## config.mk

```make
export PLATFORM = sky130hd
export DESIGN_NAME = burst_addr_seq
export DESIGN_NICKNAME = d
export VERILOG_FILES = /design/src/rtl/bseq_pkg.sv /design/src/rtl/bseq_ctrl.sv /design/src/rtl/bseq_addr_reg.sv /design/src/rtl/bseq_order.sv /design/src/rtl/burst_addr_seq.sv
export SDC_FILE = /design/constraint.sdc
export NUM_CORES = 1
export LEC_CHECK = 0
export ABC_AREA = 1
export BUFFER_PORTS_ARGS = -buffer_cell sky130_fd_sc_hd__buf_2
export CAP_MARGIN = 20
export CORE_ASPECT_RATIO = 1.5
export CORE_MARGIN = 2
export CORE_UTILIZATION = 40
export DETAILED_ROUTE_END_ITERATION = 10
export GPL_ROUTABILITY_DRIVEN = 0
export MAX_ROUTING_LAYER = met4
export PLACE_DENSITY = 0.7
export SLEW_MARGIN = 15
export SYNTH_ARGS = -nofsm -noshare
export SYNTH_HDL_FRONTEND = slang
export SYNTH_SLANG_ARGS = --single-unit
export TNS_END_PERCENT = 1
```

## constraint.sdc

```tcl
create_clock -name clk -period 1.4 [get_ports clk]
set_clock_uncertainty 0.1 [all_clocks]
set_input_delay 0.28 -clock clk [delete_from_list [all_inputs] [get_ports clk]]
set_output_delay 0.28 -clock clk [all_outputs]
set_load 0.005 [all_outputs]
```

## src/rtl/bseq_pkg.sv

```systemverilog
// Package: shared types of the burst address sequencer.
// Assumes: nothing beyond the IEEE 1800-2017 language.
package bseq_pkg;

    // Operation that the control decodes for one clock cycle.
    typedef enum logic [2:0] {
        OP_HOLD  = 3'd0,   // suspended: no register moves
        OP_LOAD  = 3'd1,   // selected load: capture address and control
        OP_END   = 3'd2,   // deselected load: end the burst
        OP_STEP  = 3'd3,   // advance of a running burst
        OP_IDLE  = 3'd4    // advance with no burst running
    } op_e;

endpackage

```

## src/rtl/bseq_ctrl.sv

```systemverilog
// Module: bseq_ctrl
// Decodes the cycle's operation and keeps the burst state: the running
// flag, the beat counter and the captured write flag.
// Assumes: synchronous active-low reset; the beat counter wraps freely.
module bseq_ctrl
    import bseq_pkg::*;
#(
    parameter int BEAT_W = 2
) (
    input  logic              clk,
    input  logic              rst_n,
    input  logic              suspend,
    input  logic              adv,
    input  logic              sel,
    input  logic              cmd_wr,
    output op_e               op,
    output logic              active,
    output logic [BEAT_W-1:0] beat,
    output logic              wr
);

    // Decode the operation from the sampled controls and the burst state.
    always_comb begin
        if (suspend)
            op = OP_HOLD;
        else if (!adv)
            op = sel ? OP_LOAD : OP_END;
        else
            op = active ? OP_STEP : OP_IDLE;
    end

    // Update the running flag, beat count and write flag.
    always_ff @(posedge clk) begin
        if (!rst_n) begin
            active <= 1'b0;
            beat   <= '0;
            wr     <= 1'b0;
        end else begin
            case (op)
                OP_LOAD: begin
                    active <= 1'b1;
                    beat   <= '0;
                    wr     <= cmd_wr;
                end
                OP_END: begin
                    active <= 1'b0;
                    beat   <= '0;
                end
                OP_STEP: beat <= beat + 1'b1;
                default: ;
            endcase
        end
    end

endmodule

```

## src/rtl/bseq_addr_reg.sv

```systemverilog
// Module: bseq_addr_reg
// Holds the start address of the burst, split into the fixed upper part
// and the low beat-select bits.
// Assumes: ADDR_W > BEAT_W; written only on a selected load.
module bseq_addr_reg #(
    parameter int ADDR_W = 17,
    parameter int BEAT_W = 2,
    localparam int UP_W  = ADDR_W - BEAT_W
) (
    input  logic              clk,
    input  logic              rst_n,
    input  logic              load,
    input  logic [ADDR_W-1:0] ext_addr,
    output logic [UP_W-1:0]   upper,
    output logic [BEAT_W-1:0] start_lo
);

    // Capture the external address on a selected load.
    always_ff @(posedge clk) begin
        if (!rst_n) begin
            upper    <= '0;
            start_lo <= '0;
        end else if (load) begin
            upper    <= ext_addr[ADDR_W-1:BEAT_W];
            start_lo <= ext_addr[BEAT_W-1:0];
        end
    end

endmodule

```

## src/rtl/bseq_order.sv

```systemverilog
// Module: bseq_order
// Forms the low address bits of the current beat from the start bits and
// the beat number, in linear (add, wrapping) or interleaved (XOR) order.
// Assumes: the mode input is static while a burst runs.
module bseq_order #(
    parameter int BEAT_W = 2
) (
    input  logic [BEAT_W-1:0] start_lo,
    input  logic [BEAT_W-1:0] beat,
    input  logic              ilv_mode,
    output logic [BEAT_W-1:0] lo
);

    logic [BEAT_W-1:0] lin_lo;
    logic [BEAT_W-1:0] xor_lo;

    // Interleaved order: one XOR per address bit.
    for (genvar i = 0; i < BEAT_W; i++) begin : g_xor
        assign xor_lo[i] = start_lo[i] ^ beat[i];
    end

    // Linear order: add the beat and drop the carry out of the group.
    always_comb lin_lo = start_lo + beat;

    // Select the order requested by the mode input.
    always_comb lo = ilv_mode ? xor_lo : lin_lo;

endmodule

```

## src/rtl/burst_addr_seq.sv

```systemverilog
// Module: burst_addr_seq (top)
// Produces the array address, valid and write flag for each beat of a
// four-word burst from one loaded start address.
// Assumes: synchronous active-low reset; ilv_mode does not change while
// a burst is running; sel is sampled on load cycles only.
module burst_addr_seq
    import bseq_pkg::*;
#(
    parameter int ADDR_W = 17,
    parameter int BEAT_W = 2
) (
    input  logic              clk,
    input  logic              rst_n,
    input  logic              suspend,
    input  logic              adv,
    input  logic              sel,
    input  logic [ADDR_W-1:0] ext_addr,
    input  logic              cmd_wr,
    input  logic              ilv_mode,
    output logic [ADDR_W-1:0] arr_addr,
    output logic              arr_valid,
    output logic              arr_wr
);

    localparam int UP_W = ADDR_W - BEAT_W;

    op_e               op;
    logic              active;
    logic [BEAT_W-1:0] beat;
    logic              wr;
    logic [UP_W-1:0]   upper;
    logic [BEAT_W-1:0] start_lo;
    logic [BEAT_W-1:0] lo;
    logic              load;

    // Burst state and cycle decode.
    bseq_ctrl #(.BEAT_W(BEAT_W)) u_ctrl (
        .clk     (clk),
        .rst_n   (rst_n),
        .suspend (suspend),
        .adv     (adv),
        .sel     (sel),
        .cmd_wr  (cmd_wr),
        .op      (op),
        .active  (active),
        .beat    (beat),
        .wr      (wr)
    );

    // Address capture enable.
    always_comb load = (op == OP_LOAD);

    // Start address storage.
    bseq_addr_reg #(.ADDR_W(ADDR_W), .BEAT_W(BEAT_W)) u_areg (
        .clk      (clk),
        .rst_n    (rst_n),
        .load     (load),
        .ext_addr (ext_addr),
        .upper    (upper),
        .start_lo (start_lo)
    );

    // Beat ordering of the low bits.
    bseq_order #(.BEAT_W(BEAT_W)) u_order (
        .start_lo (start_lo),
        .beat     (beat),
        .ilv_mode (ilv_mode),
        .lo       (lo)
    );

    // Drive the pipeline outputs from the registered state.
    always_comb begin
        arr_addr  = {upper, lo};
        arr_valid = active;
        arr_wr    = wr;
    end

endmodule

```

==> impl_metrics.csv <==
group,metric,value,unit
sta,tightest_slew,277,ps
power_and_ir_drop,leakagePower,0.552,nW
synth,ys_ff_latch,21,
placement,numPortBuffers,42,
clock_tree,cts_max_level,1,
worst_hold_path,worstHoldPathCells,3,
detailed_routing,drtIter0Drc,10,
setup_path,r2r_start,"u_ctrl.beat[0]$_SDFFE_PN0P_",
finish,diodes,0,
detailed_routing,ant_nets,0,
sta,rsz0062_at_grt,"true",
setup_path,crit_fanout,2,
die,io_pins,43,
sta,fin_crit,1560,ps
synth,synth_area_per_cell,7.67,um^2
die,row_count,20,
die,start_util,42.8,%
die,die_x,42.0,um
sta,clock.fmax,639,MHz
synth,yosysWarnings,0,
power_and_ir_drop,power_density,951,nW/um^2
clock_tree,clockRootBuffer,"clkbuf_4",
worst_hold_path,hold_start,"ext_addr[13]",
grt,grt_max_degree,21,
synth,synthArstFlopShare,0,%
flow_run,maxCapViolCount,0,
synth,syn_area,867,um^2
clock_tree,cts_buffer_depth,2,
detailed_routing,drc_errors,0,
clock_tree,cts_made_buffers,3,
die,dieArea,2560,um^2
placement,pre_cts_slack,90.8,ps
synth,synth_common_cells,"nor2_1, dfxtp_1, o21ai_0, nand2_1",
placement,place_inst,173,
grt,grt_pass1_wl,2820,um
setup_path,r2r_slack,430,ps
synth,yosysSeqAreaShare,48.5,%
synth,synth_area_leader_cell,"dfxtp_1",
grt,grt-ovfl-total,0,
detailed_routing,vias,840,
power_and_ir_drop,peakVddDrop,0.639,mV
detailed_routing,via_per_inst,4.75,
detailed_routing,firstDrtPassIters,4,
sta,relSlewSlack,81.5,%
clock_tree,clkSlewWorstSetupHoldPaths,110,ps
status,violations,"setup timing",
finish,stdcell_count,177,
synth,syn-num-nets,138,
detailed_routing,wire_per_inst,10.2,um
clock_tree,clock_latency,290,ps
setup_path,cp_data_required_time,1020,ps
sta,post-route-period-util,112,%
clock_tree,cts_sinks,21,
finish,fin_nets,181,
sta,hold_viol_final,0,
finish,drive_gt1_share,41.3,%
worst_hold_path,hold_end,"u_areg.upper[11]$_SDFFE_PN0N_",
sta,slew_violations,0,
synth,yosysUniqueCellTypes,19,
setup_path,worstSetupStartpointType,"register",
synth,synth-main-ff-cell,"dfxtp_1",
worst_hold_path,hold_path.class,"input port to register",
setup_path,end_kind,"primary output",
status,outcome,"finished with violations",
clock_tree,cts_tree,"yes",
finish,nFillCells,205,
synth,syn_inst,113,
die,dieHeight,61.0,um
synth,synth_edf_count,0,
sta,setup_slack,-165,ps
sta,setup_viol,1,
setup_path,crit_arrival,1180,ps
setup_path,path_class,"register to primary output",
synth,synth_area_leaders,"dfxtp_1, nor2_1, o21ai_0",
grt,globalRouteTotalUtil,14.7,%
synth,yosysMostFrequentCell,"nor2_1",
placement,dp_hpwl,1300,um
synth,yosysTopAreaCellShare,48.5,%
detailed_routing,wl,1800,um
clock_tree,ctsHoldBuffers,0,
die,core_area,2030,um^2
setup_path,r2r_cells,6,
grt,antenna_found_initial,0,
setup_path,r2r-end,"u_ctrl.beat[1]$_SDFFE_PN0P_",
finish,syn_to_final_growth,30.3,%
grt,grt_pass1_vias,737,
## state kept, by name, summed over array words and instances (netlist names)
register and count:
u_areg.upper 15, u_ctrl.active 1, u_areg.start_lo 2, u_ctrl.wr 1, u_ctrl.beat 2
## area by class of cell
cell class	instances	area [um^2]	area share (%)
Sequential cell	21	423	37.4
Multi-Input combinational cell	77	380	33.7
Timing Repair Buffer	44	231	20.5
Inverter	9	41.3	3.65
Tap cell	22	27.5	2.44
Clock buffer	4	26.3	2.33
## power by group
part	total [W]	leakage [nW]	internal [W]	switching, W
Sequential	0.000643	0.173	0.000626	0.0000168
Combinational	0.000149	0.365	0.0000752	0.0000738
Clock	0.000283	0.0150	0.000111	0.000172
## critical path, cell delays in order, from the launching register on
cell and delay (ps):
dfxtp_2 370, ha_4 130, inv_2 40, nor2_4 80, inv_2 40, nand2_2 50
nand2_1 40, inv_1 40, buf_2 100
## per-layer routing
metal | track usage (%) | vias up | wire length (um)
li1 | - | 435 | -
met1 | 15.9 | 374 | 745
met2 | 26.6 | 29 | 938
met3 | 1.76 | 2 | 102
met4 | 8.04 | 0 | 10
met5 | - | - | 0
## logic make-up after synthesis
family | Yosys count | share of synthesized area (%)
XOR/XNOR | 2 | 2.02
buffers and inverters | 15 | 10.2
adder cells (fa/ha/maj) | 1 | 1.44
AND/OR/NAND/NOR | 53 | 25.7
AO/OA/AOI/OAI | 21 | 12.1
flip-flops | 21 | 48.5
## placed cells by master (no fill, tap or decap)
| cell | synthesis | final |
|---|---|---|
| a21oi_1 | 3 | 3 |
| buf_2 | 0 | 41 |
| buf_4 | 0 | 2 |
| buf_6 | 1 | 1 |
| clkbuf_1 | 3 | 1 |
| clkbuf_4 | 0 | 3 |
| dfxtp_1 | 21 | 19 |
| dfxtp_2 | 0 | 2 |
| ha_4 | 0 | 1 |
| inv_1 | 6 | 4 |
| inv_2 | 2 | 4 |
| inv_8 | 1 | 1 |
| nand2_1 | 10 | 9 |
| nand2_2 | 0 | 1 |
| nand3_1 | 2 | 2 |
| nand3_2 | 1 | 1 |
| nor2_1 | 34 | 33 |
| nor2_2 | 6 | 6 |
| nor2_4 | 0 | 1 |
| o21ai_0 | 17 | 17 |
| o21ai_1 | 1 | 1 |
| xnor2_1 | 1 | 1 |
| xor2_1 | 1 | 1 |
## timing repair
item / 4_1_cts / 5_1_grt
buffers inserted: 0 / 0
pin swaps: 3 / 3
resized for setup: 6 / 4
setup endpoints to repair: 2 / 2
## metrics by stage
stage / hold WS, ps / setup TNS (ps) / total power [W] / instance area (um^2) / util [%]
floorplan: 326 / 0 / 0.000738 / 867 / -
global placement: 359 / 0 / 0.000797 / 1070 / 52.9
detailed placement: 367 / 0 / 0.000801 / 1070 / 52.9
CTS: 104 / -220 / 0.00109 / 1120 / 55.1
global route: 117 / -245 / 0.00113 / 1130 / 55.7
finish: 119 / -165 / 0.00107 / 1130 / 55.7
## worst max path at each step
stage	start	end	slack (ps)	cells past startpoint
2_1_floorplan	u_ctrl.beat[0]$_SDFFE_PN0P_	arr_addr[1]	190	7
6_report	u_ctrl.beat[0]$_SDFFE_PN0P_	arr_addr[1]	-160	8
5_1_grt	u_ctrl.beat[0]$_SDFFE_PN0P_	arr_addr[1]	-240	8
4_1_cts	u_areg.start_lo[0]$_SDFFE_PN0N_	arr_addr[1]	-220	8
3_3_place_gp	u_ctrl.beat[0]$_SDFFE_PN0P_	arr_addr[1]	150	8
3_5_place_dp	u_ctrl.beat[0]$_SDFFE_PN0P_	arr_addr[1]	90	8
Power figures use the tool's default switching activity.
